**src/rtl/stb_ecc_array.sv**
```systemverilog
module stb_ecc_array #(
  parameter int ENTRIES = 8,
  parameter int ADDR_W  = 40,
  parameter int RATE_W  = 16
) (
  input  logic                         clk,
  input  logic                         rst_n,
  input  logic                         fill_valid,
  input  logic [ADDR_W-1:0]            fill_addr,
  input  logic [7:0]                   fill_mark,
  input  logic [63:0]                  fill_data,
  input  logic                         fill_alt,
  input  logic                         fill_hpriv,
  input  logic                         fill_priv,
  input  logic                         inj_en,
  input  logic                         inj_data_sel,
  input  logic                         inj_addr_sel,
  input  logic [6:0]                   inj_mask,
  input  logic                         en_ue,
  input  logic                         en_ce,
  input  logic                         en_par,
  input  logic [RATE_W-1:0]            drain_rate,
  output logic                         err_ue,
  output logic                         err_ce,
  output logic                         err_par,
  output logic [$clog2(ENTRIES)-1:0]   err_idx,
  output logic [1:0]                   err_priv,
  output logic                         fill_abort
);
  localparam int IDX_W = $clog2(ENTRIES);
  localparam int TAG_W = ADDR_W + 8;

  function automatic logic [6:0] secded(input logic [31:0] d);
    logic [5:0] c;
    int j;
    c = '0;
    j = 0;
    for (int p = 1; p < 39; p++) begin
      if ((p & (p - 1)) != 0) begin
        for (int k = 0; k < 6; k++)
          if (p[k]) c[k] = c[k] ^ d[j];
        j++;
      end
    end
    return {^{d, c}, c};
  endfunction

  // returns {uncorrectable, correctable}
  function automatic logic [1:0] classify(input logic [31:0] d, input logic [6:0] chk);
    logic [6:0] diff;
    logic q;
    diff = secded(d) ^ chk;
    q = ^{d, chk};
    if (q) return (diff[5:0] > 6'd38) ? 2'b10 : 2'b01;
    return (diff[5:0] != 6'd0) ? 2'b10 : 2'b00;
  endfunction

  logic [63:0]       data_q [ENTRIES];
  logic [13:0]       ecc_q  [ENTRIES];
  logic [TAG_W-1:0]  tag_q  [ENTRIES];
  logic [1:0]        ctl_q  [ENTRIES];
  logic [ENTRIES-1:0] par_q, alt_q, valid_q;
  logic [IDX_W-1:0]  ptr_q;
  logic [RATE_W-1:0] cnt_q;

  wire [IDX_W-1:0] ptr_nxt = (ptr_q == IDX_W'(ENTRIES - 1)) ? '0 : ptr_q + 1'b1;
  wire rate_hit = (drain_rate != '0) && (cnt_q == drain_rate - RATE_W'(1));
  wire tick     = rate_hit && !fill_valid;
  wire checked  = (fill_valid || tick) && valid_q[ptr_q] && !alt_q[ptr_q];

  wire [1:0] cls_lo = classify(data_q[ptr_q][31:0],  ecc_q[ptr_q][6:0]);
  wire [1:0] cls_hi = classify(data_q[ptr_q][63:32], ecc_q[ptr_q][13:7]);
  wire ue_any  = cls_lo[1] | cls_hi[1];
  wire ce_any  = cls_lo[0] | cls_hi[0];
  wire par_bad = (^tag_q[ptr_q]) != par_q[ptr_q];

  wire ue_ev  = checked && ue_any && en_ue;
  wire ce_ev  = checked && !ue_any && ce_any && en_ce;
  wire par_ev = checked && par_bad && en_par;
  wire abort  = fill_valid && par_ev;

  wire [6:0] inj_x = (inj_en && inj_data_sel) ? inj_mask : 7'd0;
  wire [1:0] new_ctl = fill_hpriv ? 2'b10 : (fill_priv ? 2'b01 : 2'b00);

  logic [1:0] priv_max;
  always_comb begin
    priv_max = 2'b00;
    for (int i = 0; i < ENTRIES; i++)
      if (valid_q[i] && ctl_q[i] > priv_max) priv_max = ctl_q[i];
  end

  always_ff @(posedge clk) begin
    if (!rst_n) begin
      valid_q <= '0;
      ptr_q   <= '0;
      cnt_q   <= '0;
    end else begin
      if (drain_rate == '0)  cnt_q <= '0;
      else if (tick)         cnt_q <= '0;
      else if (!rate_hit)    cnt_q <= cnt_q + 1'b1;
      if (fill_valid) begin
        if (abort) valid_q[ptr_q] <= 1'b0;
        else begin
          valid_q[ptr_q] <= 1'b1;
          ptr_q <= ptr_nxt;
        end
      end else if (tick) begin
        valid_q[ptr_q] <= 1'b0;
        ptr_q <= ptr_nxt;
      end
    end
  end

  always_ff @(posedge clk) begin
    if (fill_valid && !abort) begin
      data_q[ptr_q] <= fill_data;
      ecc_q[ptr_q]  <= {secded(fill_data[63:32]) ^ inj_x, secded(fill_data[31:0]) ^ inj_x};
      tag_q[ptr_q]  <= {fill_addr, fill_mark};
      par_q[ptr_q]  <= (^{fill_addr, fill_mark}) ^ (inj_en && inj_addr_sel);
      ctl_q[ptr_q]  <= new_ctl;
      alt_q[ptr_q]  <= fill_alt;
    end
  end

  always_ff @(posedge clk) begin
    if (!rst_n) begin
      err_ue <= 1'b0; err_ce <= 1'b0; err_par <= 1'b0;
      err_idx <= '0; err_priv <= 2'b00; fill_abort <= 1'b0;
    end else begin
      err_ue     <= ue_ev;
      err_ce     <= ce_ev;
      err_par    <= par_ev;
      err_idx    <= ptr_q;
      err_priv   <= par_ev ? priv_max : 2'b00;
      fill_abort <= abort;
    end
  end


  ue_ce_excl_chk: assert property (@(posedge clk) disable iff (!rst_n) !(err_ue && err_ce));

  abort_needs_par_chk: assert property (@(posedge clk) disable iff (!rst_n) fill_abort |-> err_par);

  abort_holds_ptr_chk: assert property (@(posedge clk) disable iff (!rst_n)
    fill_abort |-> ptr_q == $past(ptr_q));

  ptr_step_chk: assert property (@(posedge clk) disable iff (!rst_n)
    ($past(fill_valid) && !fill_abort) |->
      ptr_q == (($past(ptr_q) == IDX_W'(ENTRIES - 1)) ? '0 : $past(ptr_q) + 1'b1));

  abort_clears_chk: assert property (@(posedge clk) disable iff (!rst_n)
    fill_abort |-> !valid_q[err_idx]);

  par_gated_chk: assert property (@(posedge clk) disable iff (!rst_n)
    err_par |-> $past(en_par));
endmodule

```
**config.mk**
```make
export PLATFORM = sky130hd
export DESIGN_NAME = stb_ecc_array
export DESIGN_NICKNAME = d
export VERILOG_FILES = /design/src/rtl/stb_ecc_array.sv
export SDC_FILE = /design/constraint.sdc
export NUM_CORES = 1
export LEC_CHECK = 0
export BUFFER_PORTS_ARGS = -buffer_cell sky130_fd_sc_hd__buf_2
export CAP_MARGIN = 25
export CORE_UTILIZATION = 40
export DETAILED_ROUTE_END_ITERATION = 6
export GPL_TIMING_DRIVEN = 0
export PLACE_DENSITY = 0.61
export SKIP_LAST_GASP = 1
export SLEW_MARGIN = 20
export SYNTH_ARGS = -nofsm -noshare
export SYNTH_HDL_FRONTEND = slang
export SYNTH_SLANG_ARGS = --single-unit
```
**constraint.sdc**
```tcl
create_clock -name clk -period 6.6 [get_ports clk]
set_input_delay 0.66 -clock clk [delete_from_list [all_inputs] [get_ports clk]]
set_output_delay 0.66 -clock clk [all_outputs]
set_load 0.05 [all_outputs]
```
* Word level (Yosys, flattened, before mapping)
Memories as Yosys holds them, arrays and structs flattened. A register that Yosys moved wholly into a read port is not among the register bits.
Cells that the tools add are included.
W data, S select, Z words.
** Cells by class
- Add/subtract/negate cells :: 33
- $mul :: 0
- Divide/modulo/power cells :: 0
- Order comparisons :: 43
- Equality and inequality tests :: 4
- Shift operators :: 0
- Mux-type cells :: 375
- Bitwise gates (word level) :: 347
- Reductions and logical operators :: 43
** Operators by type and width (number)
- $lt A32 B7 Y1 const B :: 31
- $mux W32 :: 31
- $add A32 B2 Y32 const B :: 30
- $xor A1 B1 Y1 :: 337
- $bmux W1 S5 :: 62
- $mux W1 :: 201
- $reduce_xor A48 Y1 :: 2
- $mux W2 :: 45
- $reduce_xor A39 Y1 :: 2
- $reduce_xor A38 Y1 :: 2
- $mux W3 :: 20
- $logic_and A1 B1 Y1 :: 24
- $mux W8 :: 3
- $add A16 B1 Y16 const B :: 1
- $bwmux W8 :: 2
- $eq A16 B16 Y1 :: 1
- $logic_not A16 Y1 :: 1
- $mux W4 :: 4
- $reduce_bool A16 Y1 :: 1
- $sub A16 B1 Y16 const B :: 1
- $gt A2 B2 Y1 :: 7
- $xor A7 B7 Y7 :: 2
- $gt A6 B6 Y1 const B :: 2
- $reduce_bool A6 Y1 :: 2
- other kinds (22) :: 31
** Storage, ports and cells
- Flip-flop bits (word level) :: 52
- Latch bits :: 0
- Memory bits (writable) :: 1024
- Memory bits (read-only) :: 0
- Input bits :: 147
- Output and inout port bits :: 9
- Memories :: 4
** Memory list
- data_q :: words 8, width 64, rd ports 1, clocked after Yosys merged registers in 1, wr ports 1, line 58 : logic [63:0] data_q [ENTRIES];
- tag_q :: words 8, width 48, rd ports 1, clocked after Yosys merged registers in 1, wr ports 1, line 60 : logic [TAG_W-1:0] tag_q [ENTRIES];
- ecc_q :: words 8, width 14, rd ports 1, clocked after Yosys merged registers in 1, wr ports 1, line 59 : logic [13:0] ecc_q [ENTRIES];
- ctl_q :: words 8, width 2, rd ports 8, clocked after Yosys merged registers in 0, wr ports 1, line 61 : logic [1:0] ctl_q [ENTRIES];

* Depth between registers and ports, before layout
- Depth after elaboration :: 80
- Mapped depth :: 39
- Mapped depth without buffers :: 39

* Least setup slack after synthesis
Ideal clock, no wire load.
- Path kind :: flip-flop to flip-flop
- Start :: register with a tool-made name
- End :: register err_priv[0]
- Arrival time :: 6.462 ns
- Required time :: 6.481 ns
- Path slack :: 0.019 ns
- Stages on the path, launching flop included :: 38
- Buffers on the path :: 0
- Cells stage by stage :: dfxtp_1 > nand2_1 > ha_1 > nor2b_1 > o211ai_1 > o21ai_0 > ha_1 > nor2_1 > maj3_1 > a32o_1 > ha_1 > nor2_1 > nor2_1 > o21ai_0 > nand2_1 > a21oi_1 > inv_1 > ha_1 > (+2 left out) > and3_1 > a21oi_1 > ha_1 > o21ai_0 > a21o_1 > nand3_1 > o21a_1 > ha_1 > nor2_1 > o21ai_0 > o21bai_1 > o211a_1 > a31o_2 > ha_1 > nand2_1 > o211ai_1 > nand2_1 > o221a_2
** RTL lines
- end signal, assigned :: line 134 : err_priv <= par_ev ? priv_max : 2'b00;
- end, declared :: line 27 : output logic [1:0] err_priv,

==> run_results.csv <==
group,metric,value,unit
cells_and_area,instances_no_fill,4303,
detailed_routing,wl_per_cell,27.2,um
cells_and_area,multi_input_area,14000,um^2
clock_network,path_clk_slew,0.06,ns
worst_setup_path,r2r-end,"err_priv[0]",
synthesis,synthArstFlopShare,0,%
die,die_y,344,um
detailed_routing,vias,23300,
worst_setup_path,r2r-start,"ctl_q[1][1]",
synthesis,synth_top_area_share,66.9,%
pwr,vdd_drop_max,862,uV
sta,setup_viol,1,
global_route,grt_util_met1,26.2,%
global_route,top_usage_layer,"met2",
global_route,antenna_found_initial,20,
sta,relSlewSlack,35.1,%
synthesis,synth_nets,2566,
detailed_routing,viasPerCell,5.40,
placement,dp.cells,4082,
worst_setup_path,worstSetupStartpointType,"register",
worst_setup_path,cp.required,7.19,ns
clock_network,cts_hold_buf,0,
sta,finClkSkew,0.0454,ns
clock_network,clockBufferDepth,3,
run,maxCapViolCount,0,
placement,placed_area,49700,um^2
sta,hold_viol,0,
global_route,grt_pass1_wl,167,mm
synthesis,synth.area.top_cells,"edfxtp_1 67%, mux4_2 12%, xnor2_1 7.2%",
die,die_w,344,um
synthesis,ys_ff_latch,1079,
detailed_routing,drcViolationCount,0,
sta,fin_ws,-0.0399,ns
cells_and_area,ff_latch_area,32000,um^2
clock_network,cts-root-buf,"clkbuf_16",
placement,dp_hpwl,75.1,mm
die,coreArea,115000,um^2
global_route,met2_usage,33.6,%
synthesis,synth_area,46700,um^2
die,io_pins,156,
clock_network,clock_latency,0.70,ns
global_route,track_usage,19.9,%
pwr,pwr_density_cell,585,nW/um^2
cells_and_area,n_fill_cell,9691,
synthesis,yosys.area.top_type,"edfxtp_1",
worst_setup_path,cp_common_cell,"ha_4",
cells_and_area,drive_gt1_share,25.3,%
global_route,met3_usage,3.90,%
synthesis,ys_warn_count,0,
worst_setup_path,cp_max_fo,4,
synthesis,synthFlopType,"edfxtp_1",
pwr,leakage,16.9,nW
worst_setup_path,path_class,"reg2reg",
synthesis,syn_inst,2406,
placement,gp_congestion,0.859,
die,initial_core_util,40.6,%
worst_hold_path,min_path_cells,1,
worst_setup_path,cpLargestDelayFamily,"compound AO/OA/AOI/OAI gates",
sta,max_slew.worst_pin.slew,0.974,ns
worst_setup_path,cp-end-kind,"register",
synthesis,syn_area_per_cell,19.4,um^2
worst_setup_path,critical_path_buf_inv_count,2,
global_route,grt_overflow,0,
die,fp-row-count,124,
status,status,"complete, but fails checks",
worst_setup_path,r2r_cells,35,
global_route,grt_pass1_vias,24200,
global_route,grt_max_degree,74,
die,die-area,118000,um^2
cells_and_area,area_delta_synth_final,14.6,%
worst_hold_path,worstHoldStart,"fill_alt",
detailed_routing,finalWirelength,117,mm
cells_and_area,final_nets,2856,
clock_network,ctsHtreeMaxLevel,3,
placement,io_buffers,153,
sta,rsz0062_at_grt,"yes",
synthesis,synth.distinct_cells,70,
worst_setup_path,ff2ff_setup_slack,-0.04,ns
detailed_routing,drtIter0Drc,2097,
synthesis,synth_edf_count,1040,
worst_setup_path,cpMaxStageDelayCell,"edfxtp_1",
clock_network,cts_num_sinks,1079,
clock_network,cts_buffers,109,
sta,slew_viol_final,0,
detailed_routing,drtPass1Iterations,6,
worst_hold_path,holdPathEnd,"alt_q[1]",
sta,period_needed,6.64,ns
worst_setup_path,cp.arrival,7.23,ns
worst_setup_path,cp_slowest_stage_delay,0.43,ns
status,violations,"setup timing",
cells_and_area,finalInstanceArea,53500,um^2
sta,finalCritPeriodShare,101,%
detailed_routing,drtAntennaViolNets,0,
worst_hold_path,hold_path.class,"in2reg",
synthesis,ys_seq_area_share,68.5,%
clock_network,cts_tree,"built",
sta,fmax,151,MHz
per-layer routing:
metal | up-vias | share of wire (%)
met2 | 726 | 49
met1 | 12200 | 41
met5 | - | 0.12
met4 | 22 | 2.3
li1 | 10100 | -
met3 | 191 | 6.7
cell type report:
type	instances	area share [%]
Timing Repair Buffer	179	2.15
Tap cell	1512	3.53
Inverter	31	0.383
Clock inverter	53	0.991
Clock buffer	145	5.46
Sequential cell	1079	59.8
Multi-Input combinational cell	1207	26.2
Antenna cell	8	0.0374
Buffer	89	1.37
worst max-delay path by stage:
stage | end | start | depth (start not counted)
finish | err_priv[0] | ctl_q[1][1] | 35
global route | err_priv[0] | ctl_q[0][1] | 36
CTS | data_q[7][5] | register | 15
detailed placement | err_priv[0] | register | 37
global placement | data_q[5][15] | register | 14
floorplan | err_priv[0] | register | 37
report_power, final:
group	total (mW)	internal, mW	switching, mW
Sequential	9.41	9.11	0.296
Clock	5.94	3.36	2.58
Combinational	15.9	7.46	8.49
Total	31.3	19.9	11.4
registers in the layout, summed over array words and instances, names as in the netlist, 2 cells and up, named ones only:
signal    count
alt_q         8
cnt_q        16
ctl_q        16
data_q      512
ecc_q       112
err_idx       3
err_priv      2
par_q         8
ptr_q         3
tag_q       384
synth_stat cells (all sizes together), types with 7 or more instances:
master	count
and3	7
ha	13
and2	9
nor4	8
xnor3	19
inv	31
dfxtp	39
nor3	15
nand3	13
xnor2	387
xor2	132
mux2i	92
clkbuf	13
a21oi	32
nand2b	10
nor2b	10
o21ai	24
nor2	42
o211ai	7
nand2	58
edfxtp	1040
mux4	265
buf	76
layout by cell type, fill, tap and decap left out, types with 6 or more instances in the layout:
master	n
a21oi_1	30
and2_1	8
and3_1	6
buf_12	7
buf_16	9
buf_2	174
buf_4	37
buf_6	16
bufinv_16	7
clkbuf_1	43
clkbuf_16	110
clkinv_1	15
clkinv_2	19
dfxtp_1	38
diode_2	8
edfxtp_1	1040
ha_1	6
ha_4	7
inv_1	23
mux2i_1	87
mux4_1	22
mux4_2	243
nand2_1	56
nand2b_1	10
nand3_1	12
nor2_1	38
nor2b_1	9
nor3_1	13
nor4_1	6
o211ai_1	7
o21ai_0	17
xnor2_1	384
xnor3_1	19
xor2_1	132
through the flow:
step	setup slack (ns)	total power [mW]	setup TNS, ns	hold WS [ns]	utilization, %
6_report	-0.0399	31.3	-0.0399	0.225	46.5
4_1_cts	0.00142	30.2	0	0.191	46.3
3_3_place_gp	-4.34	20.2	-4393.11	0.497	42.9
5_1_grt	-0.316	31.1	-0.582	0.223	46.5
3_5_place_dp	-0.634	24.4	-1.16	0.504	43.2
2_1_floorplan	0.0188	20.0	0	0.463	-
cells by family after synthesis:
group / count (synthesis) / synth area share [%]
buffers and inverters: 120 / 1.79
adders and majority gates: 16 / 0.413
muxes: 360 / 15.1
AOI/OAI and AO/OA: 100 / 1.41
xor gates and xnor gates: 538 / 10.7
DFF: 1079 / 68.5
and+or+nand+nor: 193 / 2.04
what timing repair did:
action	4_1_cts	5_1_grt
setup buffers	9	6
cloned	0	0
resized for setup	29	22
setup endpoints to repair	2	339
pin swaps	22	22
hold endpoints to repair	0	0
Note: power is estimated with default switching activity, not from simulation.
